**config.mk**
```make
export PLATFORM = sky130hd
export DESIGN_NAME = perr_status_unit
export DESIGN_NICKNAME = d
export VERILOG_FILES = /design/src/rtl/perr_pkg.sv /design/src/rtl/perr_flag_unit.sv /design/src/rtl/perr_addr_hold.sv /design/src/rtl/perr_status_unit.sv
export SDC_FILE = /design/constraint.sdc
export NUM_CORES = 1
export LEC_CHECK = 0
export BUFFER_PORTS_ARGS = -buffer_cell sky130_fd_sc_hd__buf_2
export CORE_UTILIZATION = 42
export CTS_CLUSTER_SIZE = 16
export DETAILED_ROUTE_END_ITERATION = 12
export GPL_ROUTABILITY_DRIVEN = 0
export PLACE_DENSITY = 0.87
export SLEW_MARGIN = 20
export SYNTH_ARGS = -nofsm -noshare
export SYNTH_HDL_FRONTEND = slang
export SYNTH_SLANG_ARGS = --single-unit
```
**constraint.sdc**
```tcl
create_clock -name clk -period 1.5 [get_ports clk]
set_input_delay 0.225 -clock clk [delete_from_list [all_inputs] [get_ports clk]]
set_output_delay 0.225 -clock clk [all_outputs]
set_load 0.03 [all_outputs]
```
**src/rtl/perr_pkg.sv**
```systemverilog
package perr_pkg;

    // status word bit positions (software-visible layout)
    localparam int ST_PEN  = 0;
    localparam int ST_WPAR = 1;
    localparam int ST_DMA  = 2;
    localparam int ST_CMAP = 3;
    localparam int ST_CLOC = 4;
    localparam int ST_LOST = 5;
    localparam int ST_USED = 6;

    // register select codes
    localparam logic [1:0] SEL_STATUS = 2'd0;
    localparam logic [1:0] SEL_CPAGE  = 2'd1;
    localparam logic [1:0] SEL_DPAGE  = 2'd2;

    typedef struct packed {
        logic par_en;
        logic wrong_par;
        logic dma_err;
        logic cpu_map;
        logic cpu_loc;
        logic lost;
        logic trap;
    } perr_flags_t;

endpackage

```
**src/rtl/perr_flag_unit.sv**
```systemverilog
module perr_flag_unit
    import perr_pkg::*;
#(
    parameter int DATA_W = 32
) (
    input  logic              clk,
    input  logic              rst_n,
    input  logic              sync_clr_i,
    input  logic              st_wr_i,
    input  logic [DATA_W-1:0] st_wdata_i,
    input  logic              cpu_loc_ev_i,
    input  logic              cpu_map_ev_i,
    input  logic              dma_ev_i,
    output perr_flags_t       flags_o,
    output logic              cpu_cap_o,
    output logic              dma_cap_o
);

    perr_flags_t flags_d, flags_q;

    logic en;
    logic loc_acc, map_acc, dma_acc, cpu_acc;
    logic cpu_held;
    logic clr_dma, clr_map, clr_loc, clr_lost;
    logic unused_wbits;

    assign unused_wbits = ^st_wdata_i[DATA_W-1:ST_USED];

    always_comb begin
        en       = flags_q.par_en;
        loc_acc  = en & cpu_loc_ev_i;
        map_acc  = en & cpu_map_ev_i;
        dma_acc  = en & dma_ev_i;
        cpu_acc  = loc_acc | map_acc;
        cpu_held = flags_q.cpu_loc | flags_q.cpu_map;

        clr_dma  = st_wr_i & st_wdata_i[ST_DMA];
        clr_map  = st_wr_i & st_wdata_i[ST_CMAP];
        clr_loc  = st_wr_i & st_wdata_i[ST_CLOC];
        clr_lost = st_wr_i & st_wdata_i[ST_LOST];

        flags_d = flags_q;

        // control bits follow the status write
        if (st_wr_i) begin
            flags_d.par_en    = st_wdata_i[ST_PEN];
            flags_d.wrong_par = st_wdata_i[ST_WPAR];
        end

        // sticky flags: clear by one, set wins over clear
        flags_d.dma_err = (flags_q.dma_err & ~clr_dma)  | dma_acc;
        flags_d.cpu_map = (flags_q.cpu_map & ~clr_map)  | map_acc;
        flags_d.cpu_loc = (flags_q.cpu_loc & ~clr_loc)  | loc_acc;
        flags_d.lost    = (flags_q.lost    & ~clr_lost) | (cpu_acc & cpu_held);
        flags_d.trap    = cpu_acc;

        cpu_cap_o = cpu_acc & ~cpu_held;
        dma_cap_o = dma_acc & ~flags_q.dma_err;

        if (sync_clr_i) begin
            flags_d   = '0;
            cpu_cap_o = 1'b0;
            dma_cap_o = 1'b0;
        end
    end

    always_ff @(posedge clk or negedge rst_n) begin
        if (!rst_n) begin
            flags_q <= '0;
        end else begin
            flags_q <= flags_d;
        end
    end

    assign flags_o = flags_q;


    no_set_when_disabled_chk: assert property (@(posedge clk) disable iff (!rst_n)
        ($rose(flags_q.cpu_loc) || $rose(flags_q.cpu_map) || $rose(flags_q.dma_err))
            |-> $past(flags_q.par_en));


    lost_needs_held_chk: assert property (@(posedge clk) disable iff (!rst_n)
        $rose(flags_q.lost) |-> $past(flags_q.cpu_loc || flags_q.cpu_map));


    set_beats_clear_chk: assert property (@(posedge clk) disable iff (!rst_n)
        (!sync_clr_i && en && cpu_loc_ev_i) |=> flags_q.cpu_loc);


    global_clear_chk: assert property (@(posedge clk) disable iff (!rst_n)
        sync_clr_i |=> (flags_q == '0));

endmodule

```
**src/rtl/perr_addr_hold.sv**
```systemverilog
module perr_addr_hold #(
    parameter int ADDR_W   = 24,
    parameter int PAGE_LSB = 9,
    localparam int CAP_W   = ADDR_W - PAGE_LSB
) (
    input  logic             clk,
    input  logic             rst_n,
    input  logic             sync_clr_i,
    input  logic             cap_i,
    input  logic             held_i,
    input  logic [CAP_W-1:0] page_i,
    output logic [CAP_W-1:0] page_o
);

    logic [CAP_W-1:0] page_d, page_q;

    always_comb begin
        page_d = page_q;
        if (cap_i) begin
            page_d = page_i;
        end
        if (sync_clr_i) begin
            page_d = '0;
        end
    end

    always_ff @(posedge clk or negedge rst_n) begin
        if (!rst_n) begin
            page_q <= '0;
        end else begin
            page_q <= page_d;
        end
    end

    assign page_o = page_q;


    page_holds_chk: assert property (@(posedge clk) disable iff (!rst_n)
        (held_i && $past(held_i)) |-> $stable(page_q));


    capture_only_when_free_chk: assert property (@(posedge clk) disable iff (!rst_n)
        cap_i |-> !held_i);

endmodule

```
**src/rtl/perr_status_unit.sv**
```systemverilog
module perr_status_unit
    import perr_pkg::*;
#(
    parameter int DATA_W   = 32,
    parameter int ADDR_W   = 24,
    parameter int PAGE_LSB = 9
) (
    input  logic              clk,
    input  logic              rst_n,
    input  logic              pwr_good,
    input  logic              bus_init_wr,
    input  logic              reg_wr,
    input  logic [1:0]        reg_sel,
    input  logic [DATA_W-1:0] reg_wdata,
    output logic [DATA_W-1:0] reg_rdata,
    input  logic              cpu_loc_err,
    input  logic              cpu_map_err,
    input  logic [ADDR_W-1:0] cpu_err_addr,
    input  logic              dma_err,
    input  logic [ADDR_W-1:0] dma_err_addr,
    output logic              force_bad_par,
    output logic              cpu_trap
);

    localparam int CAP_W  = ADDR_W - PAGE_LSB;
    localparam int N_PATH = 2;

    logic        sync_clr;
    logic        st_wr;
    perr_flags_t flags;
    logic        cpu_cap, dma_cap;

    logic [N_PATH-1:0]            cap_v;
    logic [N_PATH-1:0]            held_v;
    logic [N_PATH-1:0][CAP_W-1:0] page_in_v;
    logic [N_PATH-1:0][CAP_W-1:0] page_out_v;
    logic                         unused_low;

    assign sync_clr   = ~pwr_good | bus_init_wr;
    assign st_wr      = reg_wr & (reg_sel == SEL_STATUS);
    assign unused_low = ^{cpu_err_addr[PAGE_LSB-1:0], dma_err_addr[PAGE_LSB-1:0]};

    perr_flag_unit #(.DATA_W(DATA_W)) u_flags (
        .clk          (clk),
        .rst_n        (rst_n),
        .sync_clr_i   (sync_clr),
        .st_wr_i      (st_wr),
        .st_wdata_i   (reg_wdata),
        .cpu_loc_ev_i (cpu_loc_err),
        .cpu_map_ev_i (cpu_map_err),
        .dma_ev_i     (dma_err),
        .flags_o      (flags),
        .cpu_cap_o    (cpu_cap),
        .dma_cap_o    (dma_cap)
    );

    // path 0 = CPU, path 1 = DMA
    assign cap_v[0]     = cpu_cap;
    assign cap_v[1]     = dma_cap;
    assign held_v[0]    = flags.cpu_loc | flags.cpu_map;
    assign held_v[1]    = flags.dma_err;
    assign page_in_v[0] = cpu_err_addr[ADDR_W-1:PAGE_LSB];
    assign page_in_v[1] = dma_err_addr[ADDR_W-1:PAGE_LSB];

    for (genvar g = 0; g < N_PATH; g++) begin : g_path
        perr_addr_hold #(.ADDR_W(ADDR_W), .PAGE_LSB(PAGE_LSB)) u_hold (
            .clk        (clk),
            .rst_n      (rst_n),
            .sync_clr_i (sync_clr),
            .cap_i      (cap_v[g]),
            .held_i     (held_v[g]),
            .page_i     (page_in_v[g]),
            .page_o     (page_out_v[g])
        );
    end

    always_comb begin
        reg_rdata = '0;
        unique case (reg_sel)
            SEL_STATUS: begin
                reg_rdata[ST_PEN]  = flags.par_en;
                reg_rdata[ST_WPAR] = flags.wrong_par;
                reg_rdata[ST_DMA]  = flags.dma_err;
                reg_rdata[ST_CMAP] = flags.cpu_map;
                reg_rdata[ST_CLOC] = flags.cpu_loc;
                reg_rdata[ST_LOST] = flags.lost;
            end
            SEL_CPAGE: reg_rdata[CAP_W-1:0] = page_out_v[0];
            SEL_DPAGE: reg_rdata[CAP_W-1:0] = page_out_v[1];
            default:   reg_rdata = '0;
        endcase
    end

    assign force_bad_par = flags.wrong_par;
    assign cpu_trap      = flags.trap;


    trap_from_cpu_only_chk: assert property (@(posedge clk) disable iff (!rst_n)
        cpu_trap |-> $past(cpu_loc_err || cpu_map_err));


    page_upper_zero_chk: assert property (@(posedge clk) disable iff (!rst_n)
        (reg_sel != SEL_STATUS) |-> (reg_rdata[DATA_W-1:CAP_W] == '0));


    status_unused_zero_chk: assert property (@(posedge clk) disable iff (!rst_n)
        (reg_sel == SEL_STATUS) |-> (reg_rdata[DATA_W-1:ST_USED] == '0));

endmodule

```
==> load_flow_metrics.sql, run 1 <==
INSERT INTO impl_metrics (metric_group, metric, value, unit) VALUES
('layout', 'layout_cells_sized_above_1', '40.23', '%'),
('grt', 'grt_first_pass_wirelength', '8190', 'um'),
('floorplanning', 'die_width', '69.38', 'um'),
('routing', 'post_drt_via_cell_ratio', '5.412', ''),
('routing', 'drt_first_iter_violations', '109', ''),
('timing', 'setup_ws', '-0.05675', 'ns'),
('setup_path', 'cp_cell_sequence', 'a222oi_1 -> nor2_2 -> buf_6', ''),
('timing', 'slew_violations', '0', ''),
('setup_path', 'reg_to_reg_startpoint', 'u_flags.flags_o[3]', ''),
('logic_synthesis', 'ys_warn_count', '0', ''),
('timing', 'grt_setup_unrepaired', 'yes', ''),
('cts', 'clk_pin_slew', '0.08', 'ns'),
('logic_synthesis', 'async_flop_share', '100.0', '%'),
('placed_design', 'place_area', '2301', 'sq um'),
('logic_synthesis', 'post_synth_num_cell_types', '25', ''),
('timing', 'finalSetupViolations', '4', ''),
('cts', 'cts_sinks', '37', ''),
('logic_synthesis', 'synth-edff-count', '0', ''),
('layout', 'layout.nets', '359', ''),
('timing', 'fmax', '642.4', 'MHz'),
('cts', 'cts_htree_levels', '2', ''),
('routing', 'vias', '1721', ''),
('setup_path', 'timing.critical_path.required', '1.27', 'ns'),
('routing', 'post_drt_wl_per_cell', '15.76', 'um'),
('logic_synthesis', 'synthDominantAreaCellType', 'sky130_fd_sc_hd__dfrtp_1', ''),
('logic_synthesis', 'synth_ff_type', 'sky130_fd_sc_hd__dfrtp_1', ''),
('setup_path', 'cpMaxStageDelayCell', 'sky130_fd_sc_hd__a222oi_1', ''),
('routing', 'routed_wire_length', '5013', 'um'),
('logic_synthesis', 'syn_avg_cell_area', '9.983', 'sq um'),
('cts', 'cts_buffers', '5', ''),
('power_and_ir_drop', 'power.switching_fraction', '25.72', '%'),
('timing', 'period_share', '103.8', '%'),
('status', 'status', 'complete, but fails checks', ''),
('logic_synthesis', 'post_synth_main_area_contributors', 'sky130_fd_sc_hd__dfrtp_1, sky130_fd_sc_hd__buf_4, sky130_fd_sc_hd__a22o_1, sky130_fd_sc_hd__nand3_1, sky130_fd_sc_hd__a21oi_1', ''),
('layout', 'postLayoutCoreUtil', '58.13', '%'),
('setup_path', 'timing.critical_path.from_type', 'flop', ''),
('grt', 'overflow', '0', ''),
('placed_design', 'hpwlAfterDp', '3457', 'um'),
('power_and_ir_drop', 'max-vdd-ir-drop', '0.4498', 'mV'),
('job', 'drv_cap', '0', ''),
('setup_path', 'timing.critical_path.slowest_cell_delay', '0.40', 'ns'),
('cts', 'cell_at_the_root_of_the_clock_tree', 'sky130_fd_sc_hd__clkbuf_8', ''),
('power_and_ir_drop', 'p_int', '1.592', 'mW'),
('setup_path', 'worstPathMaxFanout', '2', ''),
('logic_synthesis', 'postSynthCellCount', '191', ''),
('setup_path', 'worstSetupEndpointType', 'primary output', ''),
('status', 'violations_in_the_final_reports', 'setup timing', ''),
('cts', 'clock_tree.buffer_depth', '2', ''),
('setup_path', 'first_element_of_the_critical_path', 'g_path[1].u_hold.page_o[4]', ''),
('grt', 'grt_antenna_before_repair', '0', ''),
('setup_path', 'crit_end', 'reg_rdata[4]', ''),
('setup_path', 'rr_endpoint', 'g_path[0].u_hold.page_o[0]', ''),
('cts', 'clock_latency', '0.31', 'ns'),
('cts', 'clock_tree_from_tritoncts', 'done', ''),
('power_and_ir_drop', 'sequentialPowerShare', '46.8', '%'),
('layout', 'postLayoutCellArea', '2531', 'sq um'),
('floorplanning', 'core_area', '4354', 'sq um'),
('logic_synthesis', 'synth_largest_type_area_fraction', '48.56', '%'),
('routing', 'final_antenna_net_count', '0', ''),
('layout', 'number_of_antenna_diodes', '0', ''),
('floorplanning', 'die_area', '4814', 'sq um'),
('power_and_ir_drop', 'power_dens_cells', '846.8', 'nW/um^2'),
('floorplanning', 'dieHeight', '69.38', 'um'),
('logic_synthesis', 'synth_seq_cells', '37', ''),
('logic_synthesis', 'synth_area', '1907', 'sq um'),
('placed_design', 'port_buffers', '62', ''),
('floorplanning', 'initial_utilization', '43.79', '%'),
('grt', 'pin_count_of_the_biggest_net_entering_global_routing', '38', ''),
('setup_path', 'ff2ff_setup_slack', '0.11', 'ns'),
('power_and_ir_drop', 'pwr-share-comb', '12.2', '%'),
('setup_path', 'reg2reg_depth', '3', '');
cell type report:
| cell class | instances | area [sq um] |
|---|---|---|
| clock buffers | 5 | 68.82 |
| clock inverters | 3 | 46.29 |
| fillers | 382 | 1823 |
| inverters | 2 | 7.507 |
| multi-input cells | 139 | 894.6 |
| flip-flops and latches | 37 | 928.4 |
| well taps | 52 | 65.06 |
| repair buffers | 80 | 520.5 |
cells by family (layout without fill, tap and decap cells):
kind of cell             after synthesis  in the layout  synth area share [%]
AO/OA/AOI/OAI                         69             69                 24.94
buffers and inverters                 31             90                 10.43
AND/OR/NAND/NOR                       49             49                 13.25
other                                  1             17                0.1967
flip-flops                            37             37                 48.56
adder cells (fa/ha/maj)                4              4                 2.625
cell usage in the layout, fill, tap and decap left out, types with 2 or more instances in the layout:
cell type	count
sky130_fd_sc_hd__nor2b_2	4
sky130_fd_sc_hd__o21ai_0	12
sky130_fd_sc_hd__nand3_1	21
sky130_fd_sc_hd__buf_6	10
sky130_fd_sc_hd__nand2_1	4
sky130_fd_sc_hd__inv_2	2
sky130_fd_sc_hd__buf_4	15
sky130_fd_sc_hd__nor2b_1	5
sky130_fd_sc_hd__a22o_1	15
sky130_fd_sc_hd__nor2_1	5
sky130_fd_sc_hd__a222oi_1	6
sky130_fd_sc_hd__clkbuf_8	5
sky130_fd_sc_hd__buf_2	53
sky130_fd_sc_hd__dfrtp_2	2
sky130_fd_sc_hd__ha_4	2
sky130_fd_sc_hd__nor2_2	6
sky130_fd_sc_hd__a21oi_1	18
sky130_fd_sc_hd__dfrtp_1	35
sky130_fd_sc_hd__o21ai_1	4
sky130_fd_sc_hd__a22oi_1	12
sky130_fd_sc_hd__conb_1	17
worst max-delay path: cells and delay by family (launching register included):
family | cells | cell delay, ns
AOI/OAI and AO/OA | 1 | 0.40
and+or+nand+nor | 1 | 0.09
buffers and inverters | 1 | 0.15
DFF | 1 | 0.39
worst min-delay path by stage:
stage,end,slack (ns),start,cells after the start
final,g_path[1].u_hold.page_o[5],0.13,dma_err_addr[14],2
after global routing,g_path[1].u_hold.page_o[5],0.12,dma_err_addr[14],2
after CTS,g_path[1].u_hold.page_o[5],0.13,dma_err_addr[14],2
after detailed placement,g_path[1].u_hold.page_o[1],0.29,rst_n,2
after global placement,g_path[1].u_hold.page_o[0],0.29,rst_n,2
after floorplan,g_path[0].u_hold.page_o[0],-0.07,rst_n,0
flip-flops by register name, indices dropped and copies added (netlist names):
register              cells
g_path.u_hold.page_o     30
u_flags.flags_o           6
u_flags.en                1
Yosys cell counts (4+ instances only):
library cell               instances
sky130_fd_sc_hd__nor2b_1           9
sky130_fd_sc_hd__o21ai_0          12
sky130_fd_sc_hd__ha_1              4
sky130_fd_sc_hd__a21oi_1          18
sky130_fd_sc_hd__a222oi_1          6
sky130_fd_sc_hd__buf_4            19
sky130_fd_sc_hd__nand3_1          21
sky130_fd_sc_hd__dfrtp_1          37
sky130_fd_sc_hd__a22o_1           15
sky130_fd_sc_hd__o21ai_1           4
sky130_fd_sc_hd__clkbuf_1          6
sky130_fd_sc_hd__a22oi_1          12
sky130_fd_sc_hd__nand2_1           4
sky130_fd_sc_hd__nor2_1           11
metrics by stage:
| stage | power [mW] | TNS [ns] | hold WS (ns) | cells | worst slack, ns |
|---|---|---|---|---|---|
| 2_1_floorplan | 1.180 | 0 | -0.07059 | 207 | 0.03765 |
| 3_3_place_gp | 1.261 | -0.3965 | 0.2881 | 307 | -0.07906 |
| 3_5_place_dp | 1.264 | -0.5618 | 0.2932 | 307 | -0.1132 |
| 4_1_cts | 2.141 | -0.1164 | 0.1288 | 318 | -0.03913 |
| 5_1_grt | 2.230 | -0.4805 | 0.1231 | 318 | -0.1712 |
| 6_report | 2.143 | -0.1237 | 0.1289 | 318 | -0.05675 |
power groups by stage:
stage          clock network, mW  registers, mW  logic, mW
3_5_place_dp                   0           1.02      0.242
2_1_floorplan                  0           1.02      0.158
6_report                   0.879           1.00      0.262
4_1_cts                    0.883           1.00      0.257
3_3_place_gp                   0           1.02      0.240
5_1_grt                    0.946           1.00      0.282
metal layers:
layer	track usage [%]	wire [um]
met3	6.250	350
met1	26.93	2117
met5	0	0
met4	10.20	119
met2	35.71	2425
repair_timing:
action / 4_1_cts / 5_1_grt
setup buffers: 2 / 1
gates resized for setup: 24 / 4
endpoints found under the hold margin: 37 / 0
pin swaps: 9 / 3
hold buffers: 1 / 0
endpoints found under the setup margin: 6 / 10
(Power assumes the default switching activity.)
==> inputs of run 2 (changes only) <==
--- a/config.mk
+++ b/config.mk
@@ -11,7 +11,9 @@
 export DETAILED_ROUTE_END_ITERATION = 12
 export GPL_ROUTABILITY_DRIVEN = 0
 export PLACE_DENSITY = 0.87
+export SKIP_CTS_REPAIR_TIMING = 1
 export SLEW_MARGIN = 20
 export SYNTH_ARGS = -nofsm -noshare
 export SYNTH_HDL_FRONTEND = slang
 export SYNTH_SLANG_ARGS = --single-unit
+export TNS_END_PERCENT = 20
==> load_flow_metrics.sql, run 2 (synthesis results as in run 1) <==
INSERT INTO impl_metrics (metric_group, metric, value, unit) VALUES
('routing', 'final_antenna_net_count', '0', ''),
('routing', 'routed_wire_length', '4737', 'um'),
('layout', 'layout.cells.most_common', 'sky130_fd_sc_hd__buf_2', ''),
('placed_design', 'place_inst', '308', ''),
('cts', 'clock_tree.buffer_depth', '2', ''),
('timing', 'grt_setup_unrepaired', 'yes', ''),
('grt', 'grt_antenna_before_repair', '0', ''),
('cts', 'cts_htree_levels', '2', ''),
('layout', 'postLayoutCoreUtil', '56.49', '%'),
('placed_design', 'hpwlAfterDp', '3533', 'um'),
('layout', 'most-common-layout-cells', 'sky130_fd_sc_hd__buf_2, sky130_fd_sc_hd__dfrtp_1, sky130_fd_sc_hd__nand3_1', ''),
('timing', 'slew_violations', '0', ''),
('cts', 'clock_latency', '0.29', 'ns'),
('setup_path', 'worstPathMaxFanout', '2', ''),
('layout', 'instances_no_fill', '317', ''),
('floorplanning', 'die_area', '4814', 'sq um'),
('setup_path', 'timing.critical_path.from_type', 'flop', ''),
('floorplanning', 'die_width', '69.38', 'um'),
('setup_path', 'worstSetupEndpointType', 'primary output', ''),
('setup_path', 'timing.critical_path.arrival', '1.32', 'ns'),
('layout', 'layout.nets', '358', ''),
('power_and_ir_drop', 'power_dens_cells', '876.9', 'nW/um^2'),
('routing', 'post_drt_wl_per_cell', '14.94', 'um'),
('grt', 'pin_count_of_the_biggest_net_entering_global_routing', '24', ''),
('status', 'status', 'complete, but fails checks', ''),
('routing', 'first_pass_iters', '4', ''),
('setup_path', 'timing.critical_path.required', '1.27', 'ns'),
('power_and_ir_drop', 'power.static_leakage', '1.164', 'nW'),
('timing', 'setup_ws', '-0.04803', 'ns'),
('floorplanning', 'core_area', '4354', 'sq um'),
('grt', 'via_count_of_the_first_global_routing_pass', '1680', ''),
('job', 'drv_cap', '0', ''),
('setup_path', 'timing_worst_setup_path_type', 'flop to primary output', ''),
('floorplanning', 'initial_utilization', '43.79', '%'),
('routing', 'vias', '1737', ''),
('layout', 'largest_reg_flops', '30', ''),
('cts', 'cts_buffers', '5', ''),
('floorplanning', 'top_level_ports', '124', ''),
('grt', 'grt_first_pass_wirelength', '7562', 'um'),
('grt', 'global_route_usage_over_all_layers', '19.87', '%'),
('floorplanning', 'dieHeight', '69.38', 'um'),
('timing', 'finalSetupViolations', '4', ''),
('cts', 'cell_at_the_root_of_the_clock_tree', 'sky130_fd_sc_hd__clkbuf_8', ''),
('status', 'violations_in_the_final_reports', 'setup timing', ''),
('timing', 'final.min_clock_period', '1.548', 'ns'),
('min_path', 'worst_hold_path_type', 'input port to flop', ''),
('timing', 'clock_tree_skew_after_final_layout', '0.006879', 'ns'),
('timing', 'fmax', '646.0', 'MHz'),
('floorplanning', 'std_cell_rows', '24', ''),
('layout', 'layout_cells_sized_above_1', '36.98', '%'),
('routing', 'post_drt_via_cell_ratio', '5.479', ''),
('timing', 'finalHoldViolCount', '0', ''),
('setup_path', 'cp_cell_sequence', 'a222oi_1 -> nor2_1 -> buf_2', ''),
('power_and_ir_drop', 'final_total_power', '2.157', 'mW'),
('power_and_ir_drop', 'max-vdd-ir-drop', '0.4812', 'mV'),
('setup_path', 'cpMaxStageDelayCell', 'sky130_fd_sc_hd__dfrtp_1', ''),
('timing', 'tightestPinTransition', '0.5074', 'ns'),
('placed_design', 'port_buffers', '62', ''),
('setup_path', 'timing.critical_path.slowest_cell_delay', '0.39', 'ns'),
('layout', 'synthToLayoutAreaGrowth', '29.00', '%'),
('routing', 'drc_errors', '0', ''),
('timing', 'period_share', '103.2', '%'),
('routing', 'drt_first_iter_violations', '149', ''),
('cts', 'cts_sinks', '37', ''),
('layout', 'number_of_antenna_diodes', '0', ''),
('cts', 'clk_pin_slew', '0.07', 'ns'),
('cts', 'clock_tree_from_tritoncts', 'done', ''),
('grt', 'overflow', '0', ''),
('timing', 'max-slew-margin-rel', '66.17', '%');
==> run 2: cell count changes in the layout (fill, tap and decap cells not counted), sizes merged <==
cell and delta:
clkbuf +2, buf -2, clkinv -1
==> run 2: per-stage QoR <==
step                      setup TNS, ns  hold slack (ns)  worst slack (ns)  instance area, sq um
after floorplan                 -0.6428         -0.07059          -0.09442                  1972
after global placement          -0.6393           0.2162          -0.09501                  2288
after detailed placement        -0.9909           0.2229           -0.1259                  2288
after CTS                        -1.057         -0.09858           -0.1281                  2409
after global routing            -0.3278           0.1467          -0.07031                  2460
final                           -0.1149           0.1424          -0.04803                  2460
==> run 2: worst paths after layout <==
path / from / end / slack, ns / cells past startpoint
worst max register to register: u_flags.flags_o[2] / g_path[0].u_hold.page_o[9] / 0.17 / 3
worst min-delay path: dma_err_addr[16] / g_path[1].u_hold.page_o[7] / 0.14 / 2
worst max-delay path: u_flags.flags_o[1] / reg_rdata[5] / -0.05 / 3
worst min register to register: g_path[1].u_hold.page_o[1] / g_path[1].u_hold.page_o[1] / 0.51 / 1
min in group asynchronous: rst_n / u_flags.flags_o[3] / 0.44 / 2
max in group asynchronous: rst_n / g_path[1].u_hold.page_o[2] / 0.48 / 3
==> run 2: layout make-up <==
type                            instances  area, sq um
Timing Repair Buffer                   79        460.4
Inverter                                2        7.507
Fill cell                             402         1894
Multi-Input combinational cell        139        879.6
Clock buffer                            6        82.58
Tap cell                               52        65.06
Clock inverter                          2        37.54
Sequential cell                        37        927.1
==> run 2: critical path, delay by kind of cell (launching register included) <==
kind / cells / cell delay [ns]
and+or+nand+nor: 1 / 0.10
buffers and inverters: 1 / 0.19
DFF: 1 / 0.39
AOI/OAI and AO/OA: 1 / 0.35
==> run 2: layer usage <==
metal	GRT usage, %	routed length [um]	vias to the layer above
met5	0	0	-
met4	8.163	84	0
met3	4.215	299	10
met2	33.55	2421	76
met1	24.67	1932	838
li1	-	-	813
==> run 2: power by group <==
part	switching (mW)	internal [mW]
Clock	0.357	0.540
Sequential	0.00252	1.00
Combinational	0.165	0.0919
